[src/rtl/i2cseq_pkg.sv]
package i2cseq_pkg;
    localparam int BYTE_W = 8;

    typedef enum logic [2:0] {
        CMD_NONE   = 3'd0,
        CMD_START  = 3'd1,
        CMD_SEND   = 3'd2,
        CMD_RESUME = 3'd3,
        CMD_STOP   = 3'd4
    } cmd_e;

    typedef enum logic [1:0] {
        RES_OK    = 2'd0,
        RES_NODEV = 2'd1,
        RES_IOERR = 2'd2
    } res_e;

    typedef enum logic [2:0] {
        ST_IDLE, ST_WAIT_START, ST_WAIT_ADDR1, ST_WAIT_ADDR2,
        ST_WAIT_WR_ACK, ST_WAIT_RD_DATA
    } state_e;

    typedef enum logic [1:0] {
        TX_NONE, TX_ADDR1, TX_ADDR2, TX_DATA
    } txsel_e;

    // engine status codes
    localparam logic [7:0] SC_START      = 8'h08;
    localparam logic [7:0] SC_RESTART    = 8'h10;
    localparam logic [7:0] SC_WADDR_ACK  = 8'h18;
    localparam logic [7:0] SC_WADDR_NAK  = 8'h20;
    localparam logic [7:0] SC_WDATA_ACK  = 8'h28;
    localparam logic [7:0] SC_WDATA_NAK  = 8'h30;
    localparam logic [7:0] SC_RADDR_ACK  = 8'h40;
    localparam logic [7:0] SC_RADDR_NAK  = 8'h48;
    localparam logic [7:0] SC_RDATA_ACK  = 8'h50;
    localparam logic [7:0] SC_RDATA_NAK  = 8'h58;
    localparam logic [7:0] SC_WADDR2_ACK = 8'hD0;
    localparam logic [7:0] SC_RADDR2_ACK = 8'hE0;

    typedef struct packed {
        cmd_e   cmd;
        state_e nxt;
        txsel_e txs;
        logic   pop;
        logic   dec;
        logic   cap;
        logic   clr_ack;
        logic   fin;
        logic   srst;
        res_e   res;
    } decision_t;
endpackage

[src/rtl/i2cseq_addr.sv]
module i2cseq_addr
    import i2cseq_pkg::*;
(
    input  logic [9:0]        addr,
    input  logic              ten,
    input  logic              rd,
    output logic [BYTE_W-1:0] first_byte,
    output logic [BYTE_W-1:0] second_byte
);
    always_comb begin
        if (ten) begin
            first_byte  = 8'hF0 | {5'd0, addr[9:8], rd};
            second_byte = addr[7:0];
        end else begin
            first_byte  = {addr[6:0], rd};
            second_byte = '0;
        end
    end
endmodule

[src/rtl/i2cseq_remain.sv]
module i2cseq_remain #(
    parameter int LEN_W = 8
) (
    input  logic             clk,
    input  logic             rst_n,
    input  logic             load,
    input  logic [LEN_W-1:0] load_val,
    input  logic             dec,
    output logic             is_zero,
    output logic             is_one,
    output logic             is_two
);
    localparam logic [LEN_W-1:0] ONE = LEN_W'(1);
    localparam logic [LEN_W-1:0] TWO = LEN_W'(2);

    logic [LEN_W-1:0] cnt_q;

    always_ff @(posedge clk or negedge rst_n) begin
        if (!rst_n)
            cnt_q <= '0;
        else if (load)
            cnt_q <= load_val;
        else if (dec && cnt_q != '0)
            cnt_q <= cnt_q - ONE;
    end

    assign is_zero = (cnt_q == '0);
    assign is_one  = (cnt_q == ONE);
    assign is_two  = (cnt_q == TWO);
endmodule

[src/rtl/i2cseq_decide.sv]
module i2cseq_decide
    import i2cseq_pkg::*;
(
    input  state_e      state,
    input  logic [7:0]  status,
    input  logic        ten,
    input  logic        rem_zero,
    input  logic        rem_one,
    input  logic        rem_two,
    input  logic        aborting,
    input  logic        sent_any,
    output decision_t   d
);
    function automatic decision_t stop_with(res_e r, logic f, logic s);
        decision_t t;
        t         = '0;
        t.cmd     = CMD_STOP;
        t.nxt     = ST_IDLE;
        t.txs     = TX_NONE;
        t.fin     = f;
        t.srst    = s;
        t.res     = r;
        return t;
    endfunction

    decision_t wr_path, rd_path;

    always_comb begin
        // write acknowledge handling
        if (rem_zero || (aborting && sent_any)) begin
            wr_path = stop_with(RES_OK, 1'b1, 1'b0);
        end else begin
            wr_path     = '0;
            wr_path.cmd = CMD_SEND;
            wr_path.nxt = ST_WAIT_WR_ACK;
            wr_path.txs = TX_DATA;
            wr_path.pop = 1'b1;
            wr_path.dec = 1'b1;
            wr_path.res = RES_OK;
        end
        // read address acknowledge handling
        if (rem_zero) begin
            rd_path = stop_with(RES_OK, 1'b1, 1'b0);
        end else begin
            rd_path         = '0;
            rd_path.cmd     = CMD_RESUME;
            rd_path.nxt     = ST_WAIT_RD_DATA;
            rd_path.txs     = TX_NONE;
            rd_path.clr_ack = rem_one || aborting;
            rd_path.res     = RES_OK;
        end
    end

    always_comb begin
        d = '0;
        if (state == ST_IDLE) begin
            d = stop_with(RES_OK, 1'b0, 1'b0);
        end else begin
            unique case (status)
                SC_START, SC_RESTART: begin
                    d.cmd = CMD_SEND;
                    d.nxt = ST_WAIT_ADDR1;
                    d.txs = TX_ADDR1;
                end
                SC_WADDR_ACK: begin
                    if (ten) begin
                        d.cmd = CMD_SEND;
                        d.nxt = ST_WAIT_ADDR2;
                        d.txs = TX_ADDR2;
                    end else begin
                        d = wr_path;
                    end
                end
                SC_WADDR2_ACK, SC_WDATA_ACK: d = wr_path;
                SC_RADDR_ACK: begin
                    if (ten) begin
                        d.cmd = CMD_SEND;
                        d.nxt = ST_WAIT_ADDR2;
                        d.txs = TX_ADDR2;
                    end else begin
                        d = rd_path;
                    end
                end
                SC_RADDR2_ACK: d = rd_path;
                SC_RDATA_ACK: begin
                    d.cmd     = CMD_RESUME;
                    d.nxt     = ST_WAIT_RD_DATA;
                    d.txs     = TX_NONE;
                    d.cap     = 1'b1;
                    d.dec     = 1'b1;
                    d.clr_ack = rem_two || aborting;
                end
                SC_RDATA_NAK: begin
                    d     = stop_with(RES_OK, 1'b1, 1'b0);
                    d.cap = 1'b1;
                end
                SC_WADDR_NAK, SC_WDATA_NAK, SC_RADDR_NAK:
                    d = stop_with(RES_NODEV, 1'b1, 1'b0);
                default:
                    d = stop_with(RES_IOERR, 1'b1, 1'b1);
            endcase
        end
    end
endmodule

[src/rtl/i2c_xact_seq.sv]
module i2c_xact_seq
    import i2cseq_pkg::*;
#(
    parameter int LEN_W = 8
) (
    input  logic             clk,
    input  logic             rst_n,
    input  logic             go,
    input  logic [9:0]       dev_addr,
    input  logic             ten_bit,
    input  logic             rd_not_wr,
    input  logic [LEN_W-1:0] xfer_len,
    input  logic             abort_req,
    input  logic [7:0]       wr_data,
    output logic             wr_pop,
    output logic [7:0]       rd_data,
    output logic             rd_valid,
    output logic             busy,
    output logic             done,
    output logic [1:0]       result,
    input  logic             eng_evt,
    input  logic [7:0]       eng_status,
    input  logic [7:0]       eng_rx_data,
    output logic             eng_cmd_vld,
    output logic [2:0]       eng_cmd,
    output logic [7:0]       eng_tx_data,
    output logic             eng_ack_en,
    output logic             eng_int_en,
    output logic             eng_srst
);
    state_e            state_q, state_d;
    decision_t         dcs;
    logic [BYTE_W-1:0] a1_in, a2_in, a1_q, a2_q;
    logic              ten_q, abort_q, sent_q;
    logic              rem_zero, rem_one, rem_two;
    logic              start_now, evt_now, eff_abort;
    cmd_e              cmd_q;
    res_e              res_q;

    assign start_now = (state_q == ST_IDLE) && go;
    assign evt_now   = eng_evt && !start_now;
    assign eff_abort = abort_q || abort_req;

    i2cseq_addr u_addr (
        .addr        (dev_addr),
        .ten         (ten_bit),
        .rd          (rd_not_wr),
        .first_byte  (a1_in),
        .second_byte (a2_in)
    );

    i2cseq_remain #(.LEN_W(LEN_W)) u_remain (
        .clk      (clk),
        .rst_n    (rst_n),
        .load     (start_now),
        .load_val (xfer_len),
        .dec      (evt_now && dcs.dec),
        .is_zero  (rem_zero),
        .is_one   (rem_one),
        .is_two   (rem_two)
    );

    i2cseq_decide u_decide (
        .state    (state_q),
        .status   (eng_status),
        .ten      (ten_q),
        .rem_zero (rem_zero),
        .rem_one  (rem_one),
        .rem_two  (rem_two),
        .aborting (eff_abort),
        .sent_any (sent_q),
        .d        (dcs)
    );

    always_comb begin
        state_d = state_q;
        if (start_now)
            state_d = ST_WAIT_START;
        else if (evt_now)
            state_d = dcs.nxt;
    end

    // state register
    always_ff @(posedge clk or negedge rst_n) begin
        if (!rst_n)
            state_q <= ST_IDLE;
        else
            state_q <= state_d;
    end

    // outputs and transfer context
    always_ff @(posedge clk or negedge rst_n) begin
        if (!rst_n) begin
            cmd_q       <= CMD_NONE;
            eng_cmd_vld <= 1'b0;
            eng_tx_data <= '0;
            eng_ack_en  <= 1'b0;
            eng_int_en  <= 1'b0;
            eng_srst    <= 1'b0;
            wr_pop      <= 1'b0;
            rd_data     <= '0;
            rd_valid    <= 1'b0;
            done        <= 1'b0;
            res_q       <= RES_OK;
            a1_q        <= '0;
            a2_q        <= '0;
            ten_q       <= 1'b0;
            abort_q     <= 1'b0;
            sent_q      <= 1'b0;
        end else begin
            eng_cmd_vld <= 1'b0;
            cmd_q       <= CMD_NONE;
            eng_srst    <= 1'b0;
            wr_pop      <= 1'b0;
            rd_valid    <= 1'b0;
            done        <= 1'b0;
            if (start_now) begin
                eng_cmd_vld <= 1'b1;
                cmd_q       <= CMD_START;
                eng_ack_en  <= 1'b1;
                eng_int_en  <= 1'b1;
                a1_q        <= a1_in;
                a2_q        <= a2_in;
                ten_q       <= ten_bit;
                abort_q     <= 1'b0;
                sent_q      <= 1'b0;
            end else begin
                if (busy && abort_req)
                    abort_q <= 1'b1;
                if (evt_now) begin
                    eng_cmd_vld <= 1'b1;
                    cmd_q       <= dcs.cmd;
                    unique case (dcs.txs)
                        TX_ADDR1: eng_tx_data <= a1_q;
                        TX_ADDR2: eng_tx_data <= a2_q;
                        TX_DATA:  eng_tx_data <= wr_data;
                        default:  eng_tx_data <= eng_tx_data;
                    endcase
                    if (dcs.pop) begin
                        wr_pop <= 1'b1;
                        sent_q <= 1'b1;
                    end
                    if (dcs.cap) begin
                        rd_data  <= eng_rx_data;
                        rd_valid <= 1'b1;
                    end
                    if (dcs.clr_ack)
                        eng_ack_en <= 1'b0;
                    if (dcs.cmd == CMD_STOP)
                        eng_int_en <= 1'b0;
                    if (dcs.fin) begin
                        done  <= 1'b1;
                        res_q <= dcs.res;
                    end
                    eng_srst <= dcs.srst;
                end
            end
        end
    end

    assign busy    = (state_q != ST_IDLE);
    assign eng_cmd = cmd_q;
    assign result  = res_q;
endmodule

[config.mk]
export PLATFORM = sky130hd
export DESIGN_NAME = i2c_xact_seq
export DESIGN_NICKNAME = d
export VERILOG_FILES = /design/src/rtl/i2cseq_pkg.sv /design/src/rtl/i2cseq_addr.sv /design/src/rtl/i2cseq_remain.sv /design/src/rtl/i2cseq_decide.sv /design/src/rtl/i2c_xact_seq.sv
export SDC_FILE = /design/constraint.sdc
export NUM_CORES = 1
export LEC_CHECK = 0
export BUFFER_PORTS_ARGS = -buffer_cell sky130_fd_sc_hd__buf_2
export CELL_PAD_IN_SITES_DETAIL_PLACEMENT = 0
export CELL_PAD_IN_SITES_GLOBAL_PLACEMENT = 1
export CORE_UTILIZATION = 36
export CTS_CLUSTER_SIZE = 10
export DETAILED_ROUTE_END_ITERATION = 8
export MAX_ROUTING_LAYER = met4
export PLACE_DENSITY_LB_ADDON = 0.1
export SLEW_MARGIN = 20
export SYNTH_ARGS = -nofsm -noshare
export SYNTH_HDL_FRONTEND = slang
export SYNTH_SLANG_ARGS = --single-unit
[constraint.sdc]
create_clock -name clk -period 2.5 [get_ports clk]
set_input_delay 0.375 -clock clk [delete_from_list [all_inputs] [get_ports clk]]
set_output_delay 0.375 -clock clk [all_outputs]
set_load 0.02 [all_outputs]
==> results of run 1 <==
Yosys cell counts, drive strengths merged (4+ instances only):
cell type and instances:
clkbuf 11, o21ai 23, a22oi 9, nor3b 4, buf 4, nor2 28, xnor2 5, nand3 8
nand2 46, nor3 6, mux2 11, a31oi 10, a21oi 13, inv 12, or2 4, nand2b 5
a2111oi 5, a21o 6, dfrtp 58, nor2b 7
metal layers:
metal  up-vias  part of all wire [%]  global-route usage, %
met2        77                    47                   29.5
met1      1252                    47                   25.1
met4         0                   1.3                   6.28
li1       1317                     -                      -
met5         -                     0                      -
met3        10                   4.6                   4.72
logic make-up after synthesis:
| logic type | after synthesis | synth area share (%) |
|---|---|---|
| buf+inv | 27 | 3.50 |
| fa+ha+maj | 3 | 1.25 |
| simple gates | 123 | 19.9 |
| flops | 58 | 48.4 |
| mux | 14 | 5.13 |
| compound gates | 87 | 19.8 |
| xor+xnor | 7 | 2.04 |
worst register-to-register path: cells and delay by family, from the launching register on:
kind	cells	cell delay, ns
AOI/OAI and AO/OA	2	0.45
adders and majority gates	1	0.19
buffers and inverters	2	0.23
DFF	1	0.37
and+or+nand+nor	4	1.04
what timing repair did:
action,CTS,global route
hold endpoints to repair,0,0
buffers inserted,0,1
resized for setup,1,6
pin swaps,0,1
setup endpoints to repair,9,6
power by group through the flow:
stage                     clock, uW  sequential [uW]  combinational, uW
after floorplan                   0             1150                249
after global placement            0             1140                426
after detailed placement          0             1140                432
after CTS                      1110             1120                435
after global routing           1170             1140                499
final                          1080             1130                437
flip-flops by register name (all words and copies together) (netlist names):
name            cells
wr_pop              1
eng_int_en          1
u_remain.cnt_q      8
abort_q             1
sent_q              1
done                1
eng_ack_en          1
eng_cmd             3
ten_q               1
rd_valid            1
rd_data             8
a2_q                8
eng_cmd_vld         1
state_q             3
eng_tx_data         8
a1_q                8
eng_srst            1
result              2
through the flow:
stage | setup TNS, ns | power (uW)
after detailed placement | 0 | 1570
after CTS | 0 | 2670
after floorplan | 0 | 1400
after global routing | -0.00598 | 2810
after global placement | 0 | 1560
final | 0 | 2640
layout make-up:
type / count / area [um2]
multi-input combinational: 234 / 1460
fill: 786 / 4050
inverter: 12 / 45.0
clock buffer: 9 / 124
timing repair buffer: 92 / 498
tap: 102 / 128
clock inverter: 7 / 125
sequential: 58 / 1450
how the worst max path moves through the flow:
stage / start / end / slack, ns / depth (start not counted)
global placement: eng_status[1] / u_remain.cnt_q[6] / 0.11 / 7
global route: u_remain.cnt_q[1] / eng_ack_en / -0.006 / 9
detailed placement: u_remain.cnt_q[1] / eng_tx_data[4] / 0.01 / 8
floorplan: u_remain.cnt_q[0] / result[0] / 0.07 / 8
CTS: u_remain.cnt_q[1] / u_remain.cnt_q[7] / 0.04 / 8
finish: u_remain.cnt_q[1] / eng_ack_en / 0.09 / 9
==> flow_summary_export.csv, run 1 <==
group,metric,value,unit
status,status,"finished, final reports clean",
clocking,clock_latency,0.35,ns
placement,dpl_cell_area,3560,um2
clocking,cts_made_buffers,9,
global_route,grt.overflow.total,0,
finish,n_antenna_cell,0,
timing,drv_slew,0,
setup_path,critPathLaunchType,"register",
placement,place_ws,0.0121,ns
setup_path,critical-path-top-delay-family,"simple AND/OR/NAND/NOR gates",
yosys,synth_nets,371,
global_route,grt_max_degree,59,
finish,final_cell_mix,"buf_2 (77), dfrtp_1 (58), nand2_1 (46)",
routing,wl_per_cell,14.5,um
yosys,synthArstFlopShare,100,%
yosys,ys_seq_elements,58,
placement,dp.cells,497,
setup_path,slowest_stage,"or4b_2",
global_route,grt_pass1_vias,2534,
clocking,cts_tree,"built",
finish,nNetsFinal,459,
timing,timing.fmax,416,MHz
routing,firstDrtPassIters,5,
yosys,synth_edf_count,0,
power,switching_share,27.8,%
power,switchingPower,735,uW
setup_path,reg2reg_depth,9,
setup_path,crit_chain,"inv_1 > ha_2 > nor3b_4 > buf_4 > and2_1 > or4b_2 > o22a_1 > o31ai_1 > nand2_1",
routing,wirelength,7460,um
routing,vias_per_cell,5.17,
clocking,clk_path_buf_depth,2,
power,clkPwrFrac,40.9,%
power,power_leakage,0.00182,uW
setup_path,critPathRequiredTime,2.71,ns
die,start_util,38.1,%
yosys,synth_top_area_share,48.4,%
job,cap_violations,0,
power,p_seq_share,42.6,%
setup_path,r2r-end,"eng_ack_en",
finish,layout_commonest_cell,"buf_2",
setup_path,cp_max_fo,5,
placement,place.gp.congestion,0.822,
setup_path,crit_path_end_kind,"register",
yosys,synth_flop_cell,"dfrtp_1",
timing,finalSetupViolations,0,
timing,setup_slack,0.0942,ns
die,die_width,93.3,um
yosys,syn_inst,319,
die,coreArea,7890,um2
clocking,cts-root-buf,"clkbuf_8",
routing,drc,0,
timing,slew_headroom,50.8,%
power,p_comb_share,16.5,%
setup_path,worstReg2RegStart,"u_remain.cnt_q[1]",
power,power.density,690,nW/um2
clocking,cts_num_sinks,58,
clocking,holdBufCountCts,0,
finish,fin_cells,514,
routing,vias,2656,
finish,postLayoutCoreUtil,48.6,%
yosys,synth_top_area_cell,"dfrtp_1",
die,dieHeight,93.3,um
yosys,synth_area_leaders,"dfrtp_1 (48%), nand2_1 (5.8%), mux2_2 (4.1%), o21ai_0 (3.8%), nor2_1 (3.5%)",
yosys,synth-seq-area-share,48.4,%
setup_path,crit_path_max_incr_delay,0.62,ns
finish,fin_area,3830,um2
setup_path,r2r_setup_slack,0.09,ns
die,rows,32,
placement,dp.final_hpwl,5280,um
die,ios,78,
timing,hold_violations,0,
clocking,path_clk_slew,0.07,ns
global_route,grt_pass1_wl,12400,um
yosys,synth.distinct_cells,51,
setup_path,arrival,2.62,ns
yosys,syn_area,3000,um2
yosys,syn_avg_cell_area,9.41,um2
timing,tightest_slew,0.738,ns
global_route,grt_usage,19.3,%
timing,fin_hold_ws,0.174,ns
timing,period_minus_slack,2.41,ns
timing,clock_skew,0.0127,ns
clocking,cts.htree.levels,3,
global_route,antenna_found_initial,0,
timing,period_share,96.2,%
power,ir_drop,0.342,mV
setup_path,cp_num_buf_inv,2,
min_path,hold_path.class,"in2async",
placement,portBuffers,77,
routing,postRouteAntennaNets,0,
setup_path,crit_type,"reg2reg",
finish,areaGrowthSynthToFinish,27.8,%
routing,drt_iter0_drc,132,
die,die_area,8710,um2
yosys,ys_warn_count,0,
power,intPower,1910,uW
finish,drive_gt1_share,31.3,%
Note: power is estimated with default switching activity, not from simulation.
==> run 2: changes to the inputs <==
--- a/config.mk
+++ b/config.mk
@@ -6,8 +6,9 @@
 export NUM_CORES = 1
 export LEC_CHECK = 0
+export ABC_AREA = 1
 export BUFFER_PORTS_ARGS = -buffer_cell sky130_fd_sc_hd__buf_2
 export CELL_PAD_IN_SITES_DETAIL_PLACEMENT = 0
 export CELL_PAD_IN_SITES_GLOBAL_PLACEMENT = 1
-export CORE_UTILIZATION = 36
+export CORE_UTILIZATION = 35
 export CTS_CLUSTER_SIZE = 10
 export DETAILED_ROUTE_END_ITERATION = 8
==> constraint.sdc (replaced) <==
create_clock -name clk -period 2.5 [get_ports clk]
set_input_delay 0.5 -clock clk [delete_from_list [all_inputs] [get_ports clk]]
set_output_delay 0.5 -clock clk [all_outputs]
set_load 0.02 [all_outputs]
==> run 2 against run 1 <==
  * Sequential power up 4%
  * Total power up 6.6%
  * Synthesized area rose by 4.1%
  * Critical path type is now reg2out
  * Routed wire length rose by 0.35%
  * Clock power fell by 11%
  * Combinational power rose by 53%
  * Via count increased by 5.1%
  * Register-to-register slack improved by 0.34 ns
==> flow_summary_export.csv, run 2 <==
group,metric,value,unit
status,status,"finished, final reports clean",
power,ir_drop,0.321,mV
die,ios,78,
yosys,syn_inst,408,
die,rows,34,
yosys,synth_flop_cell,"dfrtp_1",
yosys,synth_most_common_cell,"nand2_1",
routing,wl_met3,357,um
finish,drive_gt1_share,27.8,%
yosys,synth_nets,460,
power,intPower,1910,uW
global_route,grt.overflow.total,0,
power,switching_share,32.2,%
clocking,cts_num_sinks,58,
power,switchingPower,908,uW
power,power_leakage,0.00208,uW
setup_path,reg2reg_depth,7,
setup_path,critPathLaunchType,"register",
routing,vias,2792,
die,coreArea,8680,um2
routing,firstDrtPassIters,4,
timing,period_minus_slack,2.18,ns
finish,postLayoutCoreUtil,44.5,%
die,die_width,96.5,um
power,p_comb_share,23.7,%
yosys,syn_avg_cell_area,7.66,um2
setup_path,r2r-end,"u_remain.cnt_q[5]",
setup_path,critPathRequiredTime,2.00,ns
yosys,synth_top_area_share,46.5,%
timing,drv_slew,0,
job,cap_violations,0,
timing,hold_violations,0,
setup_path,cp-startpoint,"state_q[1]",
global_route,grt_max_degree,41,
routing,wl_met1,3810,um
global_route,antenna_found_initial,0,
finish,layout_commonest_cell,"nand2_1",
timing,tns,0,ns
setup_path,worstReg2RegStart,"state_q[1]",
routing,maxUsedRoutingLayer,"met4",
yosys,synth-seq-area-share,46.5,%
clocking,cts_made_buffers,9,
yosys,synth_edf_count,0,
min_path,hold_path.class,"in2async",
placement,dp.final_hpwl,5600,um
timing,timing.fmax,458,MHz
clocking,cts-root-buf,"clkbuf_8",
yosys,synth_top_area_cell,"dfrtp_1",
placement,portBuffers,77,
finish,areaGrowthSynthToFinish,23.6,%
global_route,grt_pass1_vias,2486,
yosys,syn_area,3120,um2
finish,final_cell_mix,"nand2_1 (132), buf_2 (77), dfrtp_1 (58)",
power,p_total,2820,uW
yosys,ys_warn_count,0,
timing,rsz0062_at_grt,"no",
setup_path,cp_max_fo,16,
power,power.density,730,nW/um2
global_route,grt_pass1_wl,12100,um
routing,vias_per_cell,4.62,
yosys,netlist_top_cells_count,"nand2_1 (132), dfrtp_1 (58), nor2_1 (51)",
die,start_util,36.0,%
setup_path,crit_type,"reg2out",
placement,place.gp.congestion,0.818,
timing,period_share,87.4,%
routing,wl_per_cell,12.4,um
routing,postRouteAntennaNets,0,
finish,n_fill_cell,935,
yosys,synthArstFlopShare,100,%
power,clkPwrFrac,34.3,%
setup_path,arrival,1.68,ns
setup_path,crit_end,"busy",
setup_path,r2r_setup_slack,0.43,ns
die,die_area,9310,um2
timing,slew_headroom,63.8,%
timing,tightest_slew,0.538,ns
finish,n_antenna_cell,0,
setup_path,crit_path_end_kind,"output pin",
clocking,path_clk_slew,0.07,ns
routing,wirelength,7480,um
routing,drc,0,
die,dieHeight,96.5,um
global_route,grt_usage,17.9,%
clocking,clock_latency,0.34,ns
routing,wl_met2,3230,um
power,p_seq_share,42.0,%
timing,clock_skew,0.00700,ns
timing,finalSetupViolations,0,
routing,drt_iter0_drc,126,
finish,nNetsFinal,543,
yosys,ys_seq_elements,58,
yosys,synth.distinct_cells,35,
clocking,cts_tree,"built",
clocking,cts.htree.levels,3,
yosys,synth_area_leaders,"dfrtp_1 (46%), nand2_1 (16%), nor2_1 (6.1%), o21ai_0 (4.8%), inv_1 (4.0%)",
clocking,clk_path_buf_depth,2,
[run 2: cell types whose count changed in the layout (fill, tap and decap cells not counted), sizes merged, moves of 11 or more]
cell   delta
inv      +24
mux2     -11
nor2     +36
o21ai    +15
nand2    +96
nand3    +15
[run 2: per-layer routing]
metal | vias up | track usage [%]
li1 | 1470 | -
met1 | 1246 | 24.2
met2 | 64 | 25.7
met3 | 12 | 4.54
met4 | 0 | 6.99
met5 | - | -
[run 2: timing repair]
| action | 4_1_cts | 5_1_grt |
|---|---|---|
| setup buffers | 0 | 0 |
| endpoints found under the setup margin | 0 | 1 |
| hold buffers | 0 | 0 |
| resized for setup | 0 | 1 |
[run 2: cell type report]
type	count	area [um2]	area share, %
clock buffers	11	141	3.66
clock inverters	5	77.6	2.01
inverters	38	143	3.69
multi-input cells	300	1460	37.9
flip-flops and latches	58	1450	37.6
well taps	108	135	3.50
repair buffers	84	450	11.7
[run 2: metrics by stage]
step                setup slack [ns]  instance area, um2  std cells  hold WS, ns
detailed placement             0.277                3640        588        0.464
floorplan                      0.688                3120        408        0.204
global route                   0.141                3860        604        0.126
global placement               0.298                3640        588        0.456
finish                         0.316                3860        604        0.111
CTS                            0.118                3860        604        0.116
[run 2: cells by family after synthesis]
group	count (synthesis)	synth area share (%)
AOI/OAI and AO/OA	55	10.6
adders and majority gates	3	1.20
buffers and inverters	50	6.69
DFF	58	46.5
and+or+nand+nor	242	35.1
[run 2: worst max-delay path, cell delays in order, from the launching register on]
cell and delay, ns:
dfrtp_1 0.37, nor3_1 0.48, inv_2 0.26, buf_2 0.23
[run 2: power groups by stage]
stage | Clock (uW) | Sequential, uW | Combinational [uW]
final | 965 | 1180 | 668
after global routing | 1030 | 1210 | 766
after CTS | 996 | 1180 | 679
after detailed placement | 0 | 1200 | 676
after global placement | 0 | 1200 | 673
after floorplan | 0 | 1210 | 453
[run 2: worst min-delay path by stage]
stage,from,to,slack (ns),cells past startpoint
3_3_place_gp,rd_data[5],rd_data[5],0.46,2
3_5_place_dp,rd_data[7],rd_data[7],0.46,2
2_1_floorplan,rst_n,a1_q[0],0.20,0
4_1_cts,rst_n,result[1],0.12,1
6_report,rst_n,done,0.11,1
5_1_grt,rst_n,done,0.13,1
